`config.mk`:
```
export PLATFORM = sky130hd
export DESIGN_NAME = static_link_walker
export DESIGN_NICKNAME = d
export VERILOG_FILES = /design/src/rtl/slw_pkg.sv /design/src/rtl/slw_ctrl.sv /design/src/rtl/slw_datapath.sv /design/src/rtl/static_link_walker.sv
export SDC_FILE = /design/constraint.sdc
export NUM_CORES = 1
export LEC_CHECK = 0
export ABC_AREA = 1
export BUFFER_PORTS_ARGS = -buffer_cell sky130_fd_sc_hd__buf_4
export CAP_MARGIN = 10
export CORE_UTILIZATION = 56
export CTS_CLUSTER_SIZE = 30
export DETAILED_ROUTE_END_ITERATION = 16
export GPL_TIMING_DRIVEN = 0
export PLACE_DENSITY_LB_ADDON = 0.12
export SKIP_CTS_REPAIR_TIMING = 1
export SLEW_MARGIN = 10
export SYNTH_ARGS = -nofsm -noshare
export SYNTH_HDL_FRONTEND = slang
export SYNTH_SLANG_ARGS = --single-unit
```
`constraint.sdc`:
```
create_clock -name clk -period 4.1 [get_ports clk]
set_clock_uncertainty 0.2 [all_clocks]
set_input_delay 0.615 -clock clk [delete_from_list [all_inputs] [get_ports clk]]
set_output_delay 0.615 -clock clk [all_outputs]
set_load 0.005 [all_outputs]
```
`src/rtl/slw_pkg.sv`:
```
package slw_pkg;
  typedef struct packed {
    logic rdEn;    // issue a link read this cycle
    logic finish;  // walk ends at this edge
    logic fault;   // walk ends with error
  } walkStrobe_t;
endpackage

```
`src/rtl/slw_ctrl.sv`:
```
module slw_ctrl
  import slw_pkg::*;
#(
  parameter int MAX_LVL = 3,
  parameter int LVL_W   = 3,
  localparam int CNT_W  = $clog2(MAX_LVL + 1)
) (
  input  logic             clk,
  input  logic             rst_n,
  input  logic             start,
  input  logic [LVL_W-1:0] levels,
  input  logic             addrOk,
  output walkStrobe_t      stb,
  output logic             busy
);
  logic             busyQ, busyD;
  logic [CNT_W-1:0] cntQ, cntD;

  always_comb begin
    stb   = '0;
    busyD = busyQ;
    cntD  = cntQ;
    if (!busyQ) begin
      if (start) begin
        if (levels > LVL_W'(MAX_LVL)) begin
          stb.finish = 1'b1;
          stb.fault  = 1'b1;
        end else if (levels == '0) begin
          stb.finish = 1'b1;
        end else if (!addrOk) begin
          stb.finish = 1'b1;
          stb.fault  = 1'b1;
        end else begin
          stb.rdEn = 1'b1;
          if (levels == LVL_W'(1)) begin
            stb.finish = 1'b1;
          end else begin
            busyD = 1'b1;
            cntD  = CNT_W'(levels - LVL_W'(1));
          end
        end
      end
    end else begin
      if (!addrOk) begin
        stb.finish = 1'b1;
        stb.fault  = 1'b1;
        busyD      = 1'b0;
      end else begin
        stb.rdEn = 1'b1;
        if (cntQ == CNT_W'(1)) begin
          stb.finish = 1'b1;
          busyD      = 1'b0;
        end else begin
          cntD = cntQ - CNT_W'(1);
        end
      end
    end
  end

  always_ff @(posedge clk or negedge rst_n) begin
    if (!rst_n) begin
      busyQ <= 1'b0;
      cntQ  <= '0;
    end else begin
      busyQ <= busyD;
      cntQ  <= cntD;
    end
  end

  assign busy = busyQ;


  busy_count_chk: assert property (@(posedge clk) disable iff (!rst_n)
    busyQ |-> (cntQ != '0 && cntQ < CNT_W'(MAX_LVL)));


  busy_hold_chk: assert property (@(posedge clk) disable iff (!rst_n)
    (busyQ && !stb.finish) |=> busyQ);
endmodule

```
`src/rtl/slw_datapath.sv`:
```
module slw_datapath
  import slw_pkg::*;
#(
  parameter int DATA_W = 16,
  parameter int DEPTH  = 40,
  localparam int ADDR_W = $clog2(DEPTH)
) (
  input  logic              clk,
  input  logic              rst_n,
  input  walkStrobe_t       stb,
  input  logic              walking,
  input  logic [DATA_W-1:0] curBase,
  input  logic [DATA_W-1:0] memRdData,
  output logic              addrOk,
  output logic              memRdEn,
  output logic [ADDR_W-1:0] memRdAddr,
  output logic [DATA_W-1:0] result,
  output logic              done,
  output logic              err
);
  localparam logic [DATA_W:0] LAST_ADDR = (DATA_W + 1)'(DEPTH - 1);

  logic [DATA_W-1:0] ptrQ, srcPtr;
  logic [DATA_W:0]   linkAddr;
  logic [DATA_W-1:0] resultQ;
  logic              doneQ, errQ;

  assign srcPtr    = walking ? ptrQ : curBase;
  assign linkAddr  = {1'b0, srcPtr} + (DATA_W + 1)'(1);
  assign addrOk    = (linkAddr <= LAST_ADDR);
  assign memRdAddr = linkAddr[ADDR_W-1:0];
  assign memRdEn   = stb.rdEn;

  always_ff @(posedge clk or negedge rst_n) begin
    if (!rst_n) begin
      ptrQ    <= '0;
      resultQ <= '0;
      doneQ   <= 1'b0;
      errQ    <= 1'b0;
    end else begin
      if (stb.rdEn) ptrQ <= memRdData;
      doneQ <= stb.finish;
      errQ  <= stb.finish & stb.fault;
      if (stb.finish) begin
        if (stb.fault)     resultQ <= '0;
        else if (stb.rdEn) resultQ <= memRdData;
        else               resultQ <= curBase;
      end
    end
  end

  assign result = resultQ;
  assign done   = doneQ;
  assign err    = errQ;


  rd_range_chk: assert property (@(posedge clk) disable iff (!rst_n)
    memRdEn |-> (memRdAddr <= ADDR_W'(DEPTH - 1)));


  err_with_done_chk: assert property (@(posedge clk) disable iff (!rst_n)
    err |-> done);
endmodule

```
`src/rtl/static_link_walker.sv`:
```
module static_link_walker
  import slw_pkg::*;
#(
  parameter int DATA_W  = 16,
  parameter int DEPTH   = 40,
  parameter int MAX_LVL = 3,
  parameter int LVL_W   = 3,
  localparam int ADDR_W = $clog2(DEPTH)
) (
  input  logic              clk,
  input  logic              rst_n,
  input  logic              start,
  input  logic [LVL_W-1:0]  levels,
  input  logic [DATA_W-1:0] curBase,
  output logic              memRdEn,
  output logic [ADDR_W-1:0] memRdAddr,
  input  logic [DATA_W-1:0] memRdData,
  output logic              done,
  output logic [DATA_W-1:0] result,
  output logic              err,
  output logic              busy
);
  walkStrobe_t stb;
  logic        addrOk;

  slw_ctrl #(.MAX_LVL(MAX_LVL), .LVL_W(LVL_W)) u_ctrl (
    .clk(clk), .rst_n(rst_n), .start(start), .levels(levels),
    .addrOk(addrOk), .stb(stb), .busy(busy)
  );

  slw_datapath #(.DATA_W(DATA_W), .DEPTH(DEPTH)) u_dp (
    .clk(clk), .rst_n(rst_n), .stb(stb), .walking(busy),
    .curBase(curBase), .memRdData(memRdData), .addrOk(addrOk),
    .memRdEn(memRdEn), .memRdAddr(memRdAddr), .result(result),
    .done(done), .err(err)
  );


  zero_level_chk: assert property (@(posedge clk) disable iff (!rst_n)
    (start && !busy && levels == '0) |=>
      (done && !err && result == $past(curBase)));


  bad_level_chk: assert property (@(posedge clk) disable iff (!rst_n)
    (start && !busy && levels > LVL_W'(MAX_LVL)) |=> (done && err && result == '0));


  busy_no_done_chk: assert property (@(posedge clk) disable iff (!rst_n)
    busy |-> !done);
endmodule

```
==> results_dict.tcl, run 1 <==
set metrics [dict create \
    status "finished, final reports clean" \
    path_common_cell "nand2_1" \
    syn-num-nets 349 \
    io_pins 64 \
    cts_max_path_buffers 2 \
    setup_violations 0 \
    cpMaxStageDelayCell "dfrtp_1" \
    p_per_area_nw_per_um2 321 \
    seq_area_frac_synth 0.425 \
    path_max_fanout 10 \
    cts_root_buf "clkbuf_8" \
    multi_input_area_um2 1060 \
    max_clock_freq_mhz 270 \
    placementRows 22 \
    first_pass_iters 4 \
    die_area_um2 4140 \
    r2r_cells 17 \
    register_area_um2 926 \
    initial_utilization 0.591 \
    ant_nets 0 \
    slowest_delay_ps 460 \
    syn_area_um2 2180 \
    numCtsBuffers 5 \
    worstMarginPinSlew_ps 481 \
    finish.instance_area_um2 2850 \
    drt_wl_total_um 5260 \
    synth.distinct_cells 23 \
    clk_pin_slew_ps 80 \
    async_flop_share 1.00 \
    num-fill-cells 299 \
    numClockSinks 37 \
    irDropWorstVdd_v 0.000281 \
    synthCells 305 \
    coreArea_um2 3690 \
    areaGrowthSynthToFinish_pct 30.8 \
    min_path_type "in -> async" \
    maxSlewViolCount 0 \
    diodes 0 \
    start_kind "register" \
    path_cells "o21ai_1, inv_1, ha_1, nand2_1, nor2_1, nand2_1, nand2_1, o21ai_0, nand2_1, nor2_4, nand4_4, nand2_2, buf_2, buf_4" \
    rsz0062_at_grt "no" \
    slew_headroom 0.680 \
    cp-end-kind "output pin" \
    avgSynthCellArea_um2 7.14 \
    hold_viol 0 \
    critPathRequiredTime_ps 3280 \
    grt_pass1_vias 2075 \
    htree_levels 2 \
    maxCapViolations 0 \
    synth_edf_count 0 \
    postPlaceCellArea_um2 2710 \
    synth-seq-cells 37 \
    clock_latency_ps 300 \
    synth_area_leader_cell "dfrtp_1" \
    period_share 0.905 \
    die_w_um 64.4 \
    gp_congestion 0.841 \
    design.final.nets 419 \
    grt_pass1_wl_um 8960 \
    num_vias 2183 \
    antenna_found_initial 0 \
    synth_commonest_cells "nand2_1, dfrtp_1, nand3_1" \
    synth_ff_type "dfrtp_1" \
    crit_type "reg -> out" \
    p_leak_nw 1.65 \
    fin_crit_ps 3710 \
    arrival_ps 2890 \
    synthTopCellsByArea "dfrtp_1, nand2_1, nand3_1, inv_1, o21ai_0" \
    portBuffers 63 \
    grt_max_degree 38 \
    viasPerCell 5.15 \
    grtUsageTotal 0.284 \
    drive_above_1_share 0.261 \
    drc_errors 0 \
    fin_tns_setup_ps 0 \
    synth_most_common_cell "nand2_1" \
    die-height_um 64.4 \
    detail_route.wl_per_cell_um 12.4 \
    post-synth-top-area-fraction 0.425 \
    grt.overflow.total 0 \
    hpwl_um 3880 \
    yosysWarnings 0 \
    drt-initial-drc-count 199 \
    cts_tree "yes" \
]
## cell families (layout without fill, tap and decap cells)
family,count (synthesis),count (layout),share of synthesized area
simple gates,194,194,0.385
xor+xnor,4,4,0.0161
fa+ha+maj,6,6,0.0345
flops,37,37,0.425
compound gates,21,21,0.0488
buf+inv,43,114,0.0902
## power by group
group          total, mW  switching (mW)  internal (mW)
clock network      0.389           0.144          0.245
registers          0.388         0.00814          0.380
logic              0.138          0.0680         0.0697
## metal layers
metal,track usage,wire [um],vias up
met4,0.0778,74,0
met1,0.378,2330,1001
met3,0.0571,310,10
li1,-,-,1089
met5,0,0,-
met2,0.470,2540,83
## layout by cell type, fill, tap and decap left out, types with 4 or more instances in the layout
cell type and count:
inv_1 29, ha_1 6, nor2_1 14, nand2_1 131
nand2_2 9, buf_2 5, o21ai_0 19, nand3_1 30
clkbuf_8 5, nor3_1 4, dfrtp_1 37, buf_4 65
## final timing paths
path / startpoint / endpoint / slack [ps]
worst max-delay path: u_ctrl.busy / memRdEn / 390
worst min-delay path: rst_n / u_dp.ptrQ[6] / 70
worst max register to register: u_ctrl.busy / u_dp.result[11] / 1120
worst min register to register: u_dp.result[15] / u_dp.result[15] / 290
max in group asynchronous: rst_n / u_dp.result[15] / 3290
min in group clk: u_dp.result[15] / u_dp.result[15] / 290
## critical path, delay by kind of cell, from the launching register on
kind	cells	cell delay, ps
compound gates	2	520
fa+ha+maj	1	240
simple gates	8	910
flops	1	460
buf+inv	3	480
## layout make-up
| type | instances | area share |
|---|---|---|
| Buffer | 10 | 0.0246 |
| Tap cell | 48 | 0.0211 |
| Multi-Input combinational cell | 225 | 0.371 |
| Clock buffer | 5 | 0.0242 |
| Sequential cell | 37 | 0.325 |
| Clock inverter | 3 | 0.0242 |
| Inverter | 33 | 0.0444 |
| Timing Repair Buffer | 63 | 0.166 |
## per-stage QoR
stage	setup slack (ps)	std cells	util	hold WS [ps]	total power, mW
after floorplan	838	305	-	119	0.454
after global placement	290	416	0.735	264	0.531
after detailed placement	287	416	0.735	266	0.533
after CTS	202	424	0.772	92.7	0.920
after global routing	135	424	0.772	117	0.948
final	391	424	0.772	67.3	0.915
## state kept, by name, summed over array words and instances, names as in the netlist
signal,cells
u_dp.err,1
u_dp.result,16
u_dp.done,1
u_ctrl.cntQ,2
u_dp.ptrQ,16
u_ctrl.busy,1
Note: power is estimated with default switching activity, not from simulation.
==> run 2: changes to the inputs <==
--- a/config.mk
+++ b/config.mk
@@ -8,11 +8,12 @@
 export ABC_AREA = 1
 export BUFFER_PORTS_ARGS = -buffer_cell sky130_fd_sc_hd__buf_4
 export CAP_MARGIN = 10
-export CORE_UTILIZATION = 56
+export CORE_UTILIZATION = 58
+export CTS_BUF_LIST = sky130_fd_sc_hd__clkbuf_4
 export CTS_CLUSTER_SIZE = 30
 export DETAILED_ROUTE_END_ITERATION = 16
 export GPL_TIMING_DRIVEN = 0
-export PLACE_DENSITY_LB_ADDON = 0.12
+export PLACE_DENSITY = 0.9
 export SKIP_CTS_REPAIR_TIMING = 1
 export SLEW_MARGIN = 10
 export SYNTH_ARGS = -nofsm -noshare
==> results_dict.tcl, run 2 (synthesis results as in run 1) <==
set metrics [dict create \
    grt_pass1_vias 2166 \
    drt_wl_total_um 5510 \
    hpwl_um 4130 \
    p_seq_frac 0.494 \
    grt_util_met1 0.409 \
    num-fill-cells 267 \
    min_path_type "in -> async" \
    numClockSinks 37 \
    met3_usage 0.0743 \
    cts_root_buf "clkbuf_4" \
    internal_power_mw 0.584 \
    portBuffers 63 \
    r2r_cells 17 \
    p_sw_mw 0.204 \
    worst_r2r_endpoint "u_dp.result[13]" \
    maxSlewViolCount 0 \
    detail_route.wl_per_cell_um 13.1 \
    setup_violations 0 \
    clock_latency_ps 350 \
    io_pins 64 \
    clk_pin_slew_ps 110 \
    final_common_cell "nand2_1" \
    fin_ws_ps 300 \
    critPathRequiredTime_ps 3280 \
    grt_max_degree 38 \
    rsz0062_at_grt "no" \
    dp.cells 414 \
    grt-busiest-layer "met2" \
    grt_pass1_wl_um 9690 \
    drive_above_1_share 0.261 \
    detailedPlace.worstSlack_ps 178 \
    period_share 0.927 \
    max_clock_freq_mhz 263 \
    p_per_area_nw_per_um2 282 \
    r2r_setup_slack_ps 1090 \
    gr-usage-met2 0.497 \
    drt-initial-drc-count 216 \
    areaGrowthSynthToFinish_pct 28.1 \
    diodes 0 \
    worstMarginPinSlew_ps 464 \
    p_comb_frac 0.177 \
    die_area_um2 4000 \
    cts_max_path_buffers 2 \
    fin_util 0.805 \
    viasPerCell 5.20 \
    gp_congestion 0.902 \
    numCtsBuffers 5 \
    fin_crit_ps 3800 \
    design.final.nets 419 \
    maxCapViolations 0 \
    hold_viol 0 \
    cts_tree "yes" \
    layoutNonFillerInstCount 422 \
    ant_nets 0 \
    irDropWorstVdd_v 0.000199 \
    multi_input_area_um2 1060 \
    p_leak_nw 1.63 \
    die_w_um 63.3 \
    slew_headroom 0.691 \
    initial_utilization 0.628 \
    clkPwrFrac 0.329 \
    start_kind "register" \
    grt.overflow.total 0 \
    die-height_um 63.3 \
    num_vias 2194 \
    placementRows 21 \
    cp-end-kind "output pin" \
    antenna_found_initial 0 \
    drc_errors 0 \
    path_max_fanout 10 \
    arrival_ps 2980 \
    most-common-layout-cells "nand2_1, buf_4, dfrtp_1" \
    first_pass_iters 5 \
    crit_type "reg -> out" \
    status "finished, final reports clean" \
    coreArea_um2 3470 \
    r2r_start "u_ctrl.busy" \
    htree_levels 2 \
    register_area_um2 926 \
    swShare 0.259 \
    grtUsageTotal 0.314 \
]
[run 2: cell types whose count changed in the layout (fill, tap and decap cells not counted), sizes merged]
| cell | previous run | this run |
|---|---|---|
| clkinv | 0 | 1 |
| inv | 34 | 33 |
| clkbuf | 6 | 7 |
| bufinv | 2 | 1 |
[run 2: power by group through the flow]
stage	Clock, mW	Sequential [mW]	Combinational [mW]
2_1_floorplan	0	0.396	0.0577
3_3_place_gp	0	0.395	0.135
3_5_place_dp	0	0.395	0.139
4_1_cts	0.262	0.389	0.140
5_1_grt	0.278	0.391	0.157
6_report	0.259	0.389	0.139
[run 2: final cells by class]
cell class              count  share of cell area
clock inverters             2              0.0121
well taps                  46              0.0206
plain buffers              10              0.0251
flip-flops and latches     37               0.332
clock buffers               6              0.0161
multi-input cells         225               0.380
inverters                  33              0.0453
repair buffers             63               0.169
[run 2: critical path: stages, from the launching register on]
cell,delay (ps)
dfrtp_1,490
o21ai_2,320
inv_1,110
ha_1,230
nand2_1,80
nor2_1,40
nand2_1,80
nand2_1,70
o21ai_0,170
nand2_1,110
nor2_4,190
nand4_4,180
nand2_2,200
buf_2,230
buf_4,140
[run 2: worst max-delay path by stage]
stage / cells after the start / endpoint / slack, ps / startpoint
floorplan: 13 / memRdEn / 840 / curBase[0]
global placement: 15 / memRdEn / 230 / curBase[0]
detailed placement: 15 / memRdEn / 180 / curBase[0]
CTS: 14 / memRdEn / -4 / u_ctrl.busy
global route: 14 / memRdEn / 60 / u_ctrl.busy
finish: 14 / memRdEn / 300 / u_ctrl.busy
[run 2: layer usage]
layer  up-vias  wire (um)
met4         0        100
met1       986       2330
met2       104       2650
met3        14        432
li1       1090          -
met5         -          0
[run 2: through the flow]
stage               instance area (um^2)  hold WS, ps  TNS, ps  power [mW]
detailed placement                  2710          266        0       0.534
finish                              2790        0.101        0       0.787
CTS                                 2790         16.1    -4.39       0.791
floorplan                           2180          119        0       0.454
global placement                    2710          265        0       0.530
global route                        2790         37.6        0       0.825
==> run 3: changes to the inputs <==
--- a/config.mk
+++ b/config.mk
@@ -14,6 +14,7 @@
 export DETAILED_ROUTE_END_ITERATION = 16
 export GPL_TIMING_DRIVEN = 0
 export PLACE_DENSITY = 0.9
+export REMOVE_ABC_BUFFERS = 1
 export SKIP_CTS_REPAIR_TIMING = 1
 export SLEW_MARGIN = 10
 export SYNTH_ARGS = -nofsm -noshare
==> constraint.sdc (replaced) <==
create_clock -name clk -period 4.1 [get_ports clk]
set_clock_uncertainty 0.2 [all_clocks]
set_input_delay 0.615 -clock clk [delete_from_list [all_inputs] [get_ports clk]]
set_output_delay 0.615 -clock clk [all_outputs]
set_load 0.01 [all_outputs]
==> results_dict.tcl, run 3 (synthesis results as in run 1) <==
set metrics [dict create \
    worstMarginPinSlew_ps 469 \
    wl_met2_um 2660 \
    cpMaxStageDelayCell "dfrtp_4" \
    drc_errors 0 \
    status "finished, final reports clean" \
    fin_tns_setup_ps 0 \
    rsz0062_at_grt "no" \
    irDropWorstVdd_v 0.000190 \
    setup_violations 0 \
    min_path_type "in -> async" \
    clkPwrFrac 0.256 \
    htree_levels 2 \
    dp.cells 404 \
    p_seq_frac 0.539 \
    slowest_delay_ps 630 \
    p_comb_frac 0.205 \
    grt_pass1_wl_um 8560 \
    design.final.nets 413 \
    r2r_start "u_ctrl.busy" \
    critPathLaunch "u_ctrl.busy" \
    p_sw_mw 0.202 \
    finish.instance_area_um2 2750 \
    max_clock_freq_mhz 257 \
    num_vias 2211 \
    internal_power_mw 0.518 \
    path_buf_inv 2 \
    ant_nets 0 \
    postPlaceCellArea_um2 2640 \
    path_common_cell "nand2_1" \
    maxSlewViolCount 0 \
    first_pass_iters 6 \
    areaGrowthSynthToFinish_pct 26.4 \
    top_layer_used "met4" \
    fin_crit_ps 3890 \
    fin_ws_ps 213 \
    viasPerCell 5.33 \
    clock_latency_ps 340 \
    grtUsageTotal 0.271 \
    detail_route.wl_per_cell_um 13.1 \
    placementRows 21 \
    cp-end-kind "output pin" \
    initial_utilization 0.628 \
    numClockSinks 37 \
    io_pins 64 \
    grt_pass1_vias 2006 \
    antenna_found_initial 0 \
    crit_type "reg -> out" \
    cts_root_buf "clkbuf_4" \
    drt_wl_total_um 5420 \
    p_leak_nw 1.58 \
    arrival_ps 3070 \
    cp_num_cells 15 \
    wl_met1_um 2320 \
    cts_tree "yes" \
    portBuffers 63 \
    grt.overflow.total 0 \
    die_w_um 63.3 \
    routed-wl-met3_um 371 \
    coreArea_um2 3470 \
    cp_top_family "simple AND/OR/NAND/NOR gates" \
    numCtsBuffers 5 \
    final_common_cell "nand2_1" \
    cts_max_path_buffers 2 \
    start_kind "register" \
    diodes 0 \
    path_max_fanout 26 \
    num-fill-cells 285 \
    die_area_um2 4000 \
    drt-initial-drc-count 192 \
    hold_viol 0 \
    grt_max_degree 38 \
    clk_pin_slew_ps 100 \
    layoutNonFillerInstCount 415 \
    drive_above_1_share 0.249 \
    p_per_area_nw_per_um2 262 \
    r2r_cells 20 \
    gp_congestion 0.841 \
    maxCapViolations 0 \
    hpwl_um 3480 \
    swShare 0.281 \
    die-height_um 63.3 \
    slew_headroom 0.687 \
    most-common-layout-cells "nand2_1, buf_4, dfrtp_1" \
    power_mw 0.721 \
    path_cells "inv_2, nand2_1, nand2_2, ha_1, nand2_1, nor2_1, nand2_1, nand2_1, nand2_1, nor2_1, nand2_1, nor2_4, nand3_4, nand2_8, buf_4" \
    critPathRequiredTime_ps 3280 \
    period_share 0.948 \
    detailedPlace.worstSlack_ps -284 \
]
run 3: worst reg2reg max path: cells and delay by family (launching register included):
| family | cells | cell delay (ps) |
|---|---|---|
| AND/OR/NAND/NOR | 16 | 1710 |
| flip-flops | 1 | 630 |
| adder cells (fa/ha/maj) | 1 | 210 |
| buffers and inverters | 3 | 420 |
run 3: power groups by stage:
stage	logic, mW	registers, mW	clock network (mW)
after global routing	0.164	0.391	0.206
after floorplan	0.0574	0.402	0
after CTS	0.144	0.389	0.185
after global placement	0.140	0.395	0
final	0.147	0.389	0.185
after detailed placement	0.144	0.395	0
run 3: layout make-up:
type,instances,area [um^2],area share
Clock buffer,6,45.0,0.0164
Inverter,33,126,0.0459
Multi-Input combinational cell,227,1100,0.401
Sequential cell,37,930,0.338
Clock inverter,1,3.75,0.00136
Timing Repair Buffer,65,488,0.177
Tap cell,46,57.6,0.0209
run 3: path summary, 6_finish.rpt:
| kind | endpoint | slack (ps) |
|---|---|---|
| max | memRdEn | 210 |
| min | u_dp.ptrQ[12] | 20 |
| max reg2reg | u_dp.result[14] | 900 |
| min reg2reg | u_dp.result[11] | 290 |
| max in group asynchronous | u_ctrl.busy | 3320 |
| min in group clk | u_dp.ptrQ[3] | 280 |
run 3: layer usage:
metal | GRT usage | vias to the layer above
li1 | - | 1078
met1 | 0.345 | 1024
met2 | 0.454 | 98
met3 | 0.0670 | 11
met4 | 0.0824 | 0
met5 | 0 | -
run 3: metrics by stage:
step	hold WS (ps)	utilization
6_report	19.0	0.794
5_1_grt	34.0	0.794
4_1_cts	30.1	0.775
3_5_place_dp	266	0.761
3_3_place_gp	262	0.761
2_1_floorplan	119	-
